`config.mk`:
```
export PLATFORM = sky130hd
export DESIGN_NAME = bcd_rtc_core
export DESIGN_NICKNAME = d
export VERILOG_FILES = /design/src/rtl/rtc_cal_pkg.sv /design/src/rtl/rtc_prescaler.sv /design/src/rtl/rtc_ctrl_regs.sv /design/src/rtl/rtc_calendar.sv /design/src/rtl/bcd_rtc_core.sv
export SDC_FILE = /design/constraint.sdc
export NUM_CORES = 1
export LEC_CHECK = 0
export BUFFER_PORTS_ARGS = -buffer_cell sky130_fd_sc_hd__buf_4
export CORE_MARGIN = 2
export CORE_UTILIZATION = 40
export CTS_BUF_LIST = sky130_fd_sc_hd__clkbuf_8
export CTS_CLUSTER_DIAMETER = 40
export DETAILED_ROUTE_END_ITERATION = 12
export GPL_TIMING_DRIVEN = 1
export PLACE_DENSITY = 0.55
export SYNTH_ARGS = -nofsm -noshare
export SYNTH_HDL_FRONTEND = slang
export SYNTH_SLANG_ARGS = --single-unit
```
`constraint.sdc`:
```
create_clock -name clk -period 2.78 [get_ports clk]
set_input_delay 0.834 -clock clk [delete_from_list [all_inputs] [get_ports clk]]
set_output_delay 0.834 -clock clk [all_outputs]
set_load 0.005 [all_outputs]
```
`src/rtl/rtc_cal_pkg.sv`:
```
package rtc_cal_pkg;

    localparam int ADDR_W = 4;
    localparam int DATA_W = 8;

    localparam logic [ADDR_W-1:0] ADR_CTRL = 4'h0;
    localparam logic [ADDR_W-1:0] ADR_SEC  = 4'h2;
    localparam logic [ADDR_W-1:0] ADR_MIN  = 4'h3;
    localparam logic [ADDR_W-1:0] ADR_HOUR = 4'h4;
    localparam logic [ADDR_W-1:0] ADR_DAY  = 4'h5;
    localparam logic [ADDR_W-1:0] ADR_WDAY = 4'h6;
    localparam logic [ADDR_W-1:0] ADR_MON  = 4'h7;
    localparam logic [ADDR_W-1:0] ADR_YEAR = 4'h8;

    localparam int STOP_BIT = 5;
    localparam int VLOW_BIT = 7;
    localparam int CENT_BIT = 7;

    typedef struct packed {
        logic [6:0] sec;
        logic [6:0] min;
        logic [5:0] hour;
        logic [5:0] day;
        logic [2:0] wday;
        logic [4:0] mon;
        logic [7:0] year;
        logic       century;
    } cal_t;

    localparam cal_t CAL_RESET = '{
        sec:     7'h00,
        min:     7'h00,
        hour:    6'h00,
        day:     6'h01,
        wday:    3'd6,
        mon:     5'h01,
        year:    8'h00,
        century: 1'b0
    };

    function automatic logic [7:0] bcd_inc8(input logic [7:0] v);
        return (v[3:0] >= 4'h9) ? {v[7:4] + 4'd1, 4'h0} : v + 8'd1;
    endfunction

    function automatic logic [6:0] bcd_inc7(input logic [6:0] v);
        return (v[3:0] >= 4'h9) ? {v[6:4] + 3'd1, 4'h0} : v + 7'd1;
    endfunction

    function automatic logic [5:0] bcd_inc6(input logic [5:0] v);
        return (v[3:0] >= 4'h9) ? {v[5:4] + 2'd1, 4'h0} : v + 6'd1;
    endfunction

    function automatic logic [4:0] bcd_inc5(input logic [4:0] v);
        return (v[3:0] >= 4'h9) ? {v[4] + 1'b1, 4'h0} : v + 5'd1;
    endfunction

    // Year value divisible by four, decided on the binary equivalent of the BCD byte
    function automatic logic leap_year(input logic [7:0] y);
        logic [7:0] bin;
        bin = ({4'd0, y[7:4]} * 8'd10) + {4'd0, y[3:0]};
        return bin[1:0] == 2'b00;
    endfunction

    function automatic logic [5:0] month_last_day(input logic [4:0] m, input logic [7:0] y);
        case (m)
            5'h02:                      return leap_year(y) ? 6'h29 : 6'h28;
            5'h04, 5'h06, 5'h09, 5'h11: return 6'h30;
            default:                    return 6'h31;
        endcase
    endfunction

endpackage

```
`src/rtl/rtc_prescaler.sv`:
```
module rtc_prescaler #(
    parameter int DIV = 32768
) (
    input  logic clk,
    input  logic rst_n,
    input  logic base_stb,
    input  logic hold,
    output logic sec_tick
);
    localparam int CW = $clog2(DIV + 1);
    localparam logic [CW-1:0] LAST = CW'(DIV - 1);

    typedef struct packed {
        logic [CW-1:0] cnt;
    } pre_t;

    pre_t pre_d, pre_q;

    always_comb begin
        pre_d    = pre_q;
        sec_tick = 1'b0;
        if (hold) begin
            pre_d.cnt = '0;
        end else if (base_stb) begin
            if (pre_q.cnt >= LAST) begin
                pre_d.cnt = '0;
                sec_tick  = 1'b1;
            end else begin
                pre_d.cnt = pre_q.cnt + 1'b1;
            end
        end
    end

    always_ff @(posedge clk) begin
        if (!rst_n) pre_q <= '0;
        else        pre_q <= pre_d;
    end
endmodule

```
`src/rtl/rtc_ctrl_regs.sv`:
```
module rtc_ctrl_regs (
    input  logic clk,
    input  logic rst_n,
    input  logic wr_ctrl,
    input  logic stop_val,
    input  logic wr_sec,
    input  logic brownout,
    output logic stop_o,
    output logic vl_o
);
    typedef struct packed {
        logic stop;
        logic vl;
    } ctl_t;

    ctl_t ctl_d, ctl_q;

    always_comb begin
        ctl_d = ctl_q;
        if (wr_ctrl)  ctl_d.stop = stop_val;
        if (wr_sec)   ctl_d.vl   = 1'b0;
        if (brownout) ctl_d.vl   = 1'b1;
    end

    always_ff @(posedge clk) begin
        if (!rst_n) ctl_q <= '{stop: 1'b0, vl: 1'b1};
        else        ctl_q <= ctl_d;
    end

    assign stop_o = ctl_q.stop;
    assign vl_o   = ctl_q.vl;
endmodule

```
`src/rtl/rtc_calendar.sv`:
```
module rtc_calendar
    import rtc_cal_pkg::*;
(
    input  logic        clk,
    input  logic        rst_n,
    input  logic        adv,
    input  logic        wr_en,
    input  logic [3:0]  wr_addr,
    input  logic [7:0]  wdata,
    output cal_t        cal_o
);
    cal_t cal_d, cal_q;
    logic [5:0] last_day;
    logic c_sec, c_min, c_hour, c_day, c_mon;

    assign last_day = month_last_day(cal_q.mon, cal_q.year);

    always_comb begin
        cal_d  = cal_q;
        c_sec  = adv    && (cal_q.sec  >= 7'h59);
        c_min  = c_sec  && (cal_q.min  >= 7'h59);
        c_hour = c_min  && (cal_q.hour >= 6'h23);
        c_day  = c_hour && (cal_q.day  >= last_day);
        c_mon  = c_day  && (cal_q.mon  >= 5'h12);

        if (adv)    cal_d.sec  = c_sec  ? 7'h00 : bcd_inc7(cal_q.sec);
        if (c_sec)  cal_d.min  = c_min  ? 7'h00 : bcd_inc7(cal_q.min);
        if (c_min)  cal_d.hour = c_hour ? 6'h00 : bcd_inc6(cal_q.hour);
        if (c_hour) begin
            cal_d.day  = c_day ? 6'h01 : bcd_inc6(cal_q.day);
            cal_d.wday = (cal_q.wday >= 3'd6) ? 3'd0 : cal_q.wday + 3'd1;
        end
        if (c_day)  cal_d.mon  = c_mon  ? 5'h01 : bcd_inc5(cal_q.mon);
        if (c_mon) begin
            if (cal_q.year >= 8'h99) begin
                cal_d.year    = 8'h00;
                cal_d.century = ~cal_q.century;
            end else begin
                cal_d.year = bcd_inc8(cal_q.year);
            end
        end

        if (wr_en) begin
            case (wr_addr)
                ADR_SEC:  cal_d.sec  = wdata[6:0];
                ADR_MIN:  cal_d.min  = wdata[6:0];
                ADR_HOUR: cal_d.hour = wdata[5:0];
                ADR_DAY:  cal_d.day  = wdata[5:0];
                ADR_WDAY: cal_d.wday = wdata[2:0];
                ADR_MON: begin
                    cal_d.mon     = wdata[4:0];
                    cal_d.century = wdata[CENT_BIT];
                end
                ADR_YEAR: cal_d.year = wdata;
                default:  ;
            endcase
        end
    end

    always_ff @(posedge clk) begin
        if (!rst_n) cal_q <= CAL_RESET;
        else        cal_q <= cal_d;
    end

    assign cal_o = cal_q;
endmodule

```
`src/rtl/bcd_rtc_core.sv`:
```
module bcd_rtc_core
    import rtc_cal_pkg::*;
#(
    parameter int PRESCALE_DIV = 32768
) (
    input  logic       clk,
    input  logic       rst_n,
    input  logic       base_stb,
    input  logic       brownout,
    input  logic       wr_en,
    input  logic [3:0] addr,
    input  logic [7:0] wdata,
    output logic [7:0] rdata
);
    cal_t cal_q;
    logic stop_q, vl_q, sec_tick;
    logic wr_ctrl, wr_sec;

    assign wr_ctrl = wr_en && (addr == ADR_CTRL);
    assign wr_sec  = wr_en && (addr == ADR_SEC);

    rtc_prescaler #(.DIV(PRESCALE_DIV)) u_pre (
        .clk      (clk),
        .rst_n    (rst_n),
        .base_stb (base_stb),
        .hold     (stop_q),
        .sec_tick (sec_tick)
    );

    rtc_ctrl_regs u_ctl (
        .clk      (clk),
        .rst_n    (rst_n),
        .wr_ctrl  (wr_ctrl),
        .stop_val (wdata[STOP_BIT]),
        .wr_sec   (wr_sec),
        .brownout (brownout),
        .stop_o   (stop_q),
        .vl_o     (vl_q)
    );

    rtc_calendar u_cal (
        .clk     (clk),
        .rst_n   (rst_n),
        .adv     (sec_tick),
        .wr_en   (wr_en),
        .wr_addr (addr),
        .wdata   (wdata),
        .cal_o   (cal_q)
    );

    always_comb begin
        rdata = '0;
        case (addr)
            ADR_CTRL: rdata[STOP_BIT] = stop_q;
            ADR_SEC:  rdata = {vl_q, cal_q.sec};
            ADR_MIN:  rdata = {1'b0, cal_q.min};
            ADR_HOUR: rdata = {2'b00, cal_q.hour};
            ADR_DAY:  rdata = {2'b00, cal_q.day};
            ADR_WDAY: rdata = {5'b00000, cal_q.wday};
            ADR_MON:  rdata = {cal_q.century, 2'b00, cal_q.mon};
            ADR_YEAR: rdata = cal_q.year;
            default:  rdata = '0;
        endcase
    end
endmodule

```
==> results of run 1 <==
[area by class of cell]
type / instances / area share
Multi-Input combinational cell: 421 / 0.538
Sequential cell: 61 / 0.221
Clock inverter: 7 / 0.0144
Tap cell: 136 / 0.0307
Timing Repair Buffer: 100 / 0.152
Inverter: 32 / 0.0217
Clock buffer: 9 / 0.0223
[per-layer routing]
metal | share of wire | global-route usage | vias to the layer above
met3 | 0.061 | 0.0343 | 24
met5 | 0 | 0 | -
met2 | 0.47 | 0.409 | 146
met1 | 0.45 | 0.332 | 2113
met4 | 0.026 | 0.0808 | 0
li1 | - | - | 2165
[sequential cells by signal, summed over array words and instances, names as in the netlist]
register and cells:
u_pre.pre_q 16, u_cal.cal_o 43, u_ctl.stop_o 1, u_ctl.vl_o 1
[Yosys cell counts (all sizes together), types with 10 or more instances]
| cell type | n | share of area |
|---|---|---|
| a21oi | 28 | 0.034 |
| a31oi | 15 | 0.023 |
| clkbuf | 20 | 0.018 |
| dfxtp | 61 | 0.29 |
| ha | 32 | 0.096 |
| inv | 32 | 0.029 |
| nand2 | 44 | 0.040 |
| nand3 | 21 | 0.026 |
| nand4 | 10 | 0.017 |
| nor2 | 54 | 0.049 |
| nor3 | 12 | 0.014 |
| o21ai | 53 | 0.064 |
| o31ai | 11 | 0.020 |
| xor2 | 11 | 0.023 |
[cells by family after synthesis]
| kind of cell | count (synthesis) | synth area share |
|---|---|---|
| AOI/OAI and AO/OA | 166 | 0.257 |
| xor gates and xnor gates | 19 | 0.0399 |
| adders and majority gates | 32 | 0.0960 |
| buffers and inverters | 56 | 0.0510 |
| DFF | 61 | 0.293 |
| muxes | 10 | 0.0255 |
| and+or+nand+nor | 194 | 0.237 |
[critical path, cell delays in order]
cell	delay [ns]
buf_12	0.10
nand2_1	0.14
o2bb2a_1	0.33
o22ai_1	0.17
a21oi_1	0.08
o21ai_1	0.15
buf_4	0.16
[stage by stage]
stage / instances / utilization
after floorplan: 538 / -
after global placement: 744 / 0.485
after detailed placement: 744 / 0.485
after CTS: 760 / 0.509
after global routing: 766 / 0.542
final: 766 / 0.542
[power breakdown]
group          switching [mW]  total, mW  internal [mW]
sequential             0.0210      0.909          0.888
combinational           0.134      0.248          0.114
clock                   0.434      0.859          0.425
total                   0.589       2.02           1.43
[path summary, 6_finish.rpt]
| check | slack [ns] | endpoint | start |
|---|---|---|---|
| setup reg to reg | 0.09 | u_cal.cal_o[12] | u_cal.cal_o[9] |
| hold / removal | 0.48 | u_ctl.vl_o | u_ctl.vl_o |
| setup / recovery | -0.004 | rdata[1] | addr[0] |
| hold reg to reg | 0.48 | u_ctl.vl_o | u_ctl.vl_o |
[timing repair]
item	4_1_cts	5_1_grt
gates cloned	0	2
pin swaps	3	16
buffers inserted	0	5
gates resized for setup	18	56
endpoints found under the setup margin	21	25
==> metrics, run 1 <==
failing checks=setup timing; RSZ-0062 raised after global routing=yes; placed instance area=just under 5000 um^2; min-delay worst type=reg -> reg; Slew Limit Fails=0; vias in the first global route=4129; share of synthesized registers carrying an async set or reset=0; Initial Utilization=0.408; Worst EP arrival=about 2.0 ns; post-DR wirelength/cell=roughly 18 um; GRT overflow=0; Setup Crit Path Kind=in -> out; Worst-Margin Slew=a little under 0.8 ns; Final Worst Setup Slack=-0.00443 ns; Ports=25; Max clock buf depth=2; leak pwr=2.18 nW; normalized max-slew margin=0.479; die area=approximately 11000 um^2; largest net degree at the start of global routing=23; sequential share of the synthesized area=0.293; Synth Cell Area=4170 um^2; fill count=961; Setup crit start kind=input port; Total Routed Length=around 14 mm; syn avg cell area=~7.8 um^2; CTS tree=built; Reg2Reg Depth=13; final setup violating endpoints=1; Cells after Synth=~540; sequential cell area=roughly 1200 um^2; H-Tree Depth=3; worst-path fanout max=5; initial antenna violation count=0; total core area=10200 um^2; Sink Count=61; total track usage=0.247; # DRC=0; #FFs+latches synth=61; Post-synth EDFFs=0; clock latency on the worst-skew pair=0.36 ns; Detailed Place HPWL=between 10 and 15 mm; CTS clk-pin slew, worst paths=about 0.08 ns; Final Hold Fails=0; vias=between 4000 and 5000; final instance area=approximately 5500 um^2; first-pass GRT wire length=around 22 mm; Post-synth top flop=dfxtp_1; ANT cells=0; syn nets=approximately 590; most frequent cells in the layout=buf_4, dfxtp_1, nor2_1, o21ai_0, nand2_1; total power=approximately 2.0 mW; period utilization=1.00; maximum VDD drop=0.000255 V; post-route setup TNS=-0.00443 ns; die extent in x=approximately 110 um; drt first pass iters=6; Worst setup EP type=output port; hold_ws=about 0.48 ns; Via density=roughly 5.8; clk_skew=between 0.01 and 0.015 ns; outcome=finished, violations left; share of post-route cells with drive strength above 1=0.260; Die Span Y=106 um; TritonCTS Buffers=9; Achievable Freq=0.359 GHz; hold buffers post-CTS=0; WP data required=roughly 2.0 ns; YS warnings=0; number of nets in the layout=between 600 and 700; dpl ws=-0.169 ns; DR iter-0 viols=approximately 380; count of different cell masters after synthesis=58; Max-Cap Viols=0; commonest non-fill, non-tap cell in the layout=buf_4; crit path time final=about 2.8 ns; cell row count=37; clk root buf=clkbuf_8; P&R area growth vs syn=33.0%; multi-input logic area=2980 um^2; WHS Path Cells=1; Final Wtd Congestion=approximately 0.9; Final ANT Viol Nets=0; power per cell area=between 300 and 400 nW/um^2; PortBufs=24
Note: power is estimated with default switching activity, not from simulation.
==> inputs of run 2 (changes only) <==
--- a/config.mk
+++ b/config.mk
@@ -11,8 +11,9 @@
 export CTS_BUF_LIST = sky130_fd_sc_hd__clkbuf_8
 export CTS_CLUSTER_DIAMETER = 40
 export DETAILED_ROUTE_END_ITERATION = 12
-export GPL_TIMING_DRIVEN = 1
-export PLACE_DENSITY = 0.55
+export GPL_TIMING_DRIVEN = 0
+export PLACE_DENSITY_LB_ADDON = 0.2
+export RECOVER_POWER = 25
 export SYNTH_ARGS = -nofsm -noshare
 export SYNTH_HDL_FRONTEND = slang
 export SYNTH_SLANG_ARGS = --single-unit
==> run 2 against run 1 <==
  * The run now ends clean
  * Maximum frequency increased by 0.41%
  * Global-route usage rose by 0.24 points
  * Cell count shrank 5.4%
  * Final area fell by 5.7%
  * Sequential share of layout area grew 1.4 points
  * Total power rose by 1.8%
  * Die area unchanged
  * Wire length is essentially flat
  * Sequential power increased by 0.4%
  * Clock-buffer cell count unchanged
  * Critical path type unchanged
==> metrics, run 2 (synthesized netlist as in run 1, its figures left out) <==
outcome=complete, no violations; combinational share of power=0.105; DR iter-0 viols=approximately 350; P&R area growth vs syn=25.4%; number of nets in the layout=approximately 630; drt first pass iters=5; multi-input logic area=around 3000 um^2; leak pwr=~2 nW; Slew Limit Fails=0; Reg power frac=0.445; max reg flops=43; # DRC=0; first-pass GRT wire length=between 20 and 25 mm; die area=11300 um^2; RSZ-0062 raised after global routing=yes; commonest non-fill, non-tap cell in the layout=dfxtp_1; Setup Crit Path Kind=in -> out; placed instance area=4500 um^2; Critical Path Max Stage Delay=~0.2 ns; Critical path buffers and inverters=3; Final Hold Fails=0; clk_skew=0.00971 ns; WP data required=about 2 ns; vias in the first global route=between 4000 and 5000; largest net degree at the start of global routing=13; Setup crit start kind=input port; die extent in x=approximately 110 um; Worst EP arrival=1.94 ns; total core area=a little over 10000 um^2; total power=2.05 mW; Ports=25; Final Wtd Congestion=0.944; initial antenna violation count=0; sequential cell area=roughly 1200 um^2; maximum VDD drop=0.000279 V; Int Pwr=between 1 and 1.5 mW; Sink Count=61; GRT overflow=0; ANT cells=0; clock share of power=0.450; clock latency on the worst-skew pair=around 0.36 ns; Total Routed Length=14.0 mm; hold buffers post-CTS=0; period utilization=0.997; Achievable Freq=~0.36 GHz; sw frac=0.279; post-DR wirelength/cell=a little under 20 um; Die Span Y=roughly 110 um; crit-path cells=buf_8 > clkbuf_16 > nor2b_4 > a22oi_2 > nor3_2 > a221oi_2 > o21ai_1 > buf_4; Initial Utilization=0.408; total track usage=0.250; CTS tree=built; most frequent cells in the layout=dfxtp_1, nor2_1, o21ai_0, nand2_1, buf_4; worst-path fanout max=6; CP max-delay cell=a221oi_2; normalized max-slew margin=0.315; min-delay worst type=reg -> reg; final setup violating endpoints=0; fill count=972; Max clock buf depth=2; Non-Filler Instances=between 700 and 800; vias=roughly 4400; Max-Cap Viols=0; critical path's top delay family=compound AO/OA/AOI/OAI gates; power per cell area=393 nW/um^2; final instance area=~5200 um^2; Detailed Place HPWL=just under 10 mm; CTS clk-pin slew, worst paths=0.08 ns; sw power=573 uW; TritonCTS Buffers=9; Worst-Margin Slew=between 1 and 1.5 ns; share of post-route cells with drive strength above 1=0.209; crit path time final=about 2.8 ns; Worst setup EP type=output port; PortBufs=20; clk root buf=clkbuf_8; post-route setup TNS=0 ns; Via density=6.06; placed cell count=694; cell row count=37; Final ANT Viol Nets=0; H-Tree Depth=3; hold_ws=approximately 0.53 ns
-- run 2: cell types whose count changed in the layout (fill, tap and decap cells not counted), sizes merged --
cell and change:
clkbuf +13, buf -54, bufinv +1, clkinvlp -1, clkinv +2, inv -2
-- run 2: worst paths after layout --
path | slack (ns) | end | start | depth (start not counted)
max reg2reg | 0.03 | u_cal.cal_o[2] | u_cal.cal_o[10] | 13
min reg2reg | 0.53 | u_pre.pre_q[14] | u_pre.pre_q[14] | 2
min | 0.53 | u_pre.pre_q[14] | u_pre.pre_q[14] | 2
max | 0.007 | rdata[2] | addr[3] | 8
-- run 2: per-layer routing --
| layer | vias up | global-route usage | wire [um] |
|---|---|---|---|
| li1 | 2083 | - | - |
| met3 | 40 | 0.0490 | 1080 |
| met1 | 2079 | 0.341 | 6160 |
| met2 | 190 | 0.393 | 6380 |
| met5 | - | 0 | 0 |
| met4 | 0 | 0.0855 | 398 |
-- run 2: timing repair --
| action | in CTS | in global routing |
|---|---|---|
| setup buffers | 4 | 13 |
| endpoints found under the setup margin | 30 | 27 |
| gates resized for setup | 50 | 53 |
| pin swaps | 7 | 25 |
-- run 2: cell type report --
class / instances / share of cell area
inverters: 32 / 0.0244
flip-flops and latches: 61 / 0.235
well taps: 136 / 0.0325
clock inverters: 7 / 0.0189
plain buffers: 22 / 0.0280
clock buffers: 9 / 0.0237
repair buffers: 37 / 0.0553
multi-input cells: 421 / 0.582
-- run 2: power by group through the flow --
| stage | clock [mW] | combinational [mW] | sequential (mW) |
|---|---|---|---|
| after CTS | 0.925 | 0.198 | 0.911 |
| after global routing | 0.967 | 0.234 | 0.915 |
| after global placement | 0 | 0.176 | 0.931 |
| after detailed placement | 0 | 0.179 | 0.931 |
| final | 0.923 | 0.216 | 0.913 |
| after floorplan | 0 | 0.109 | 0.923 |
-- run 2: per-stage QoR --
step                 util  setup WS, ns
floorplan               -      0.000294
global placement    0.440        -0.546
detailed placement  0.440        -0.557
CTS                 0.483      -0.00696
global route        0.511        -0.115
finish              0.511       0.00696
-- run 2: tightest hold or removal path, stage by stage, from the launching register on --
cell     delay (ns)
dfxtp_1        0.37
a21oi_1        0.05
nor2_1         0.07
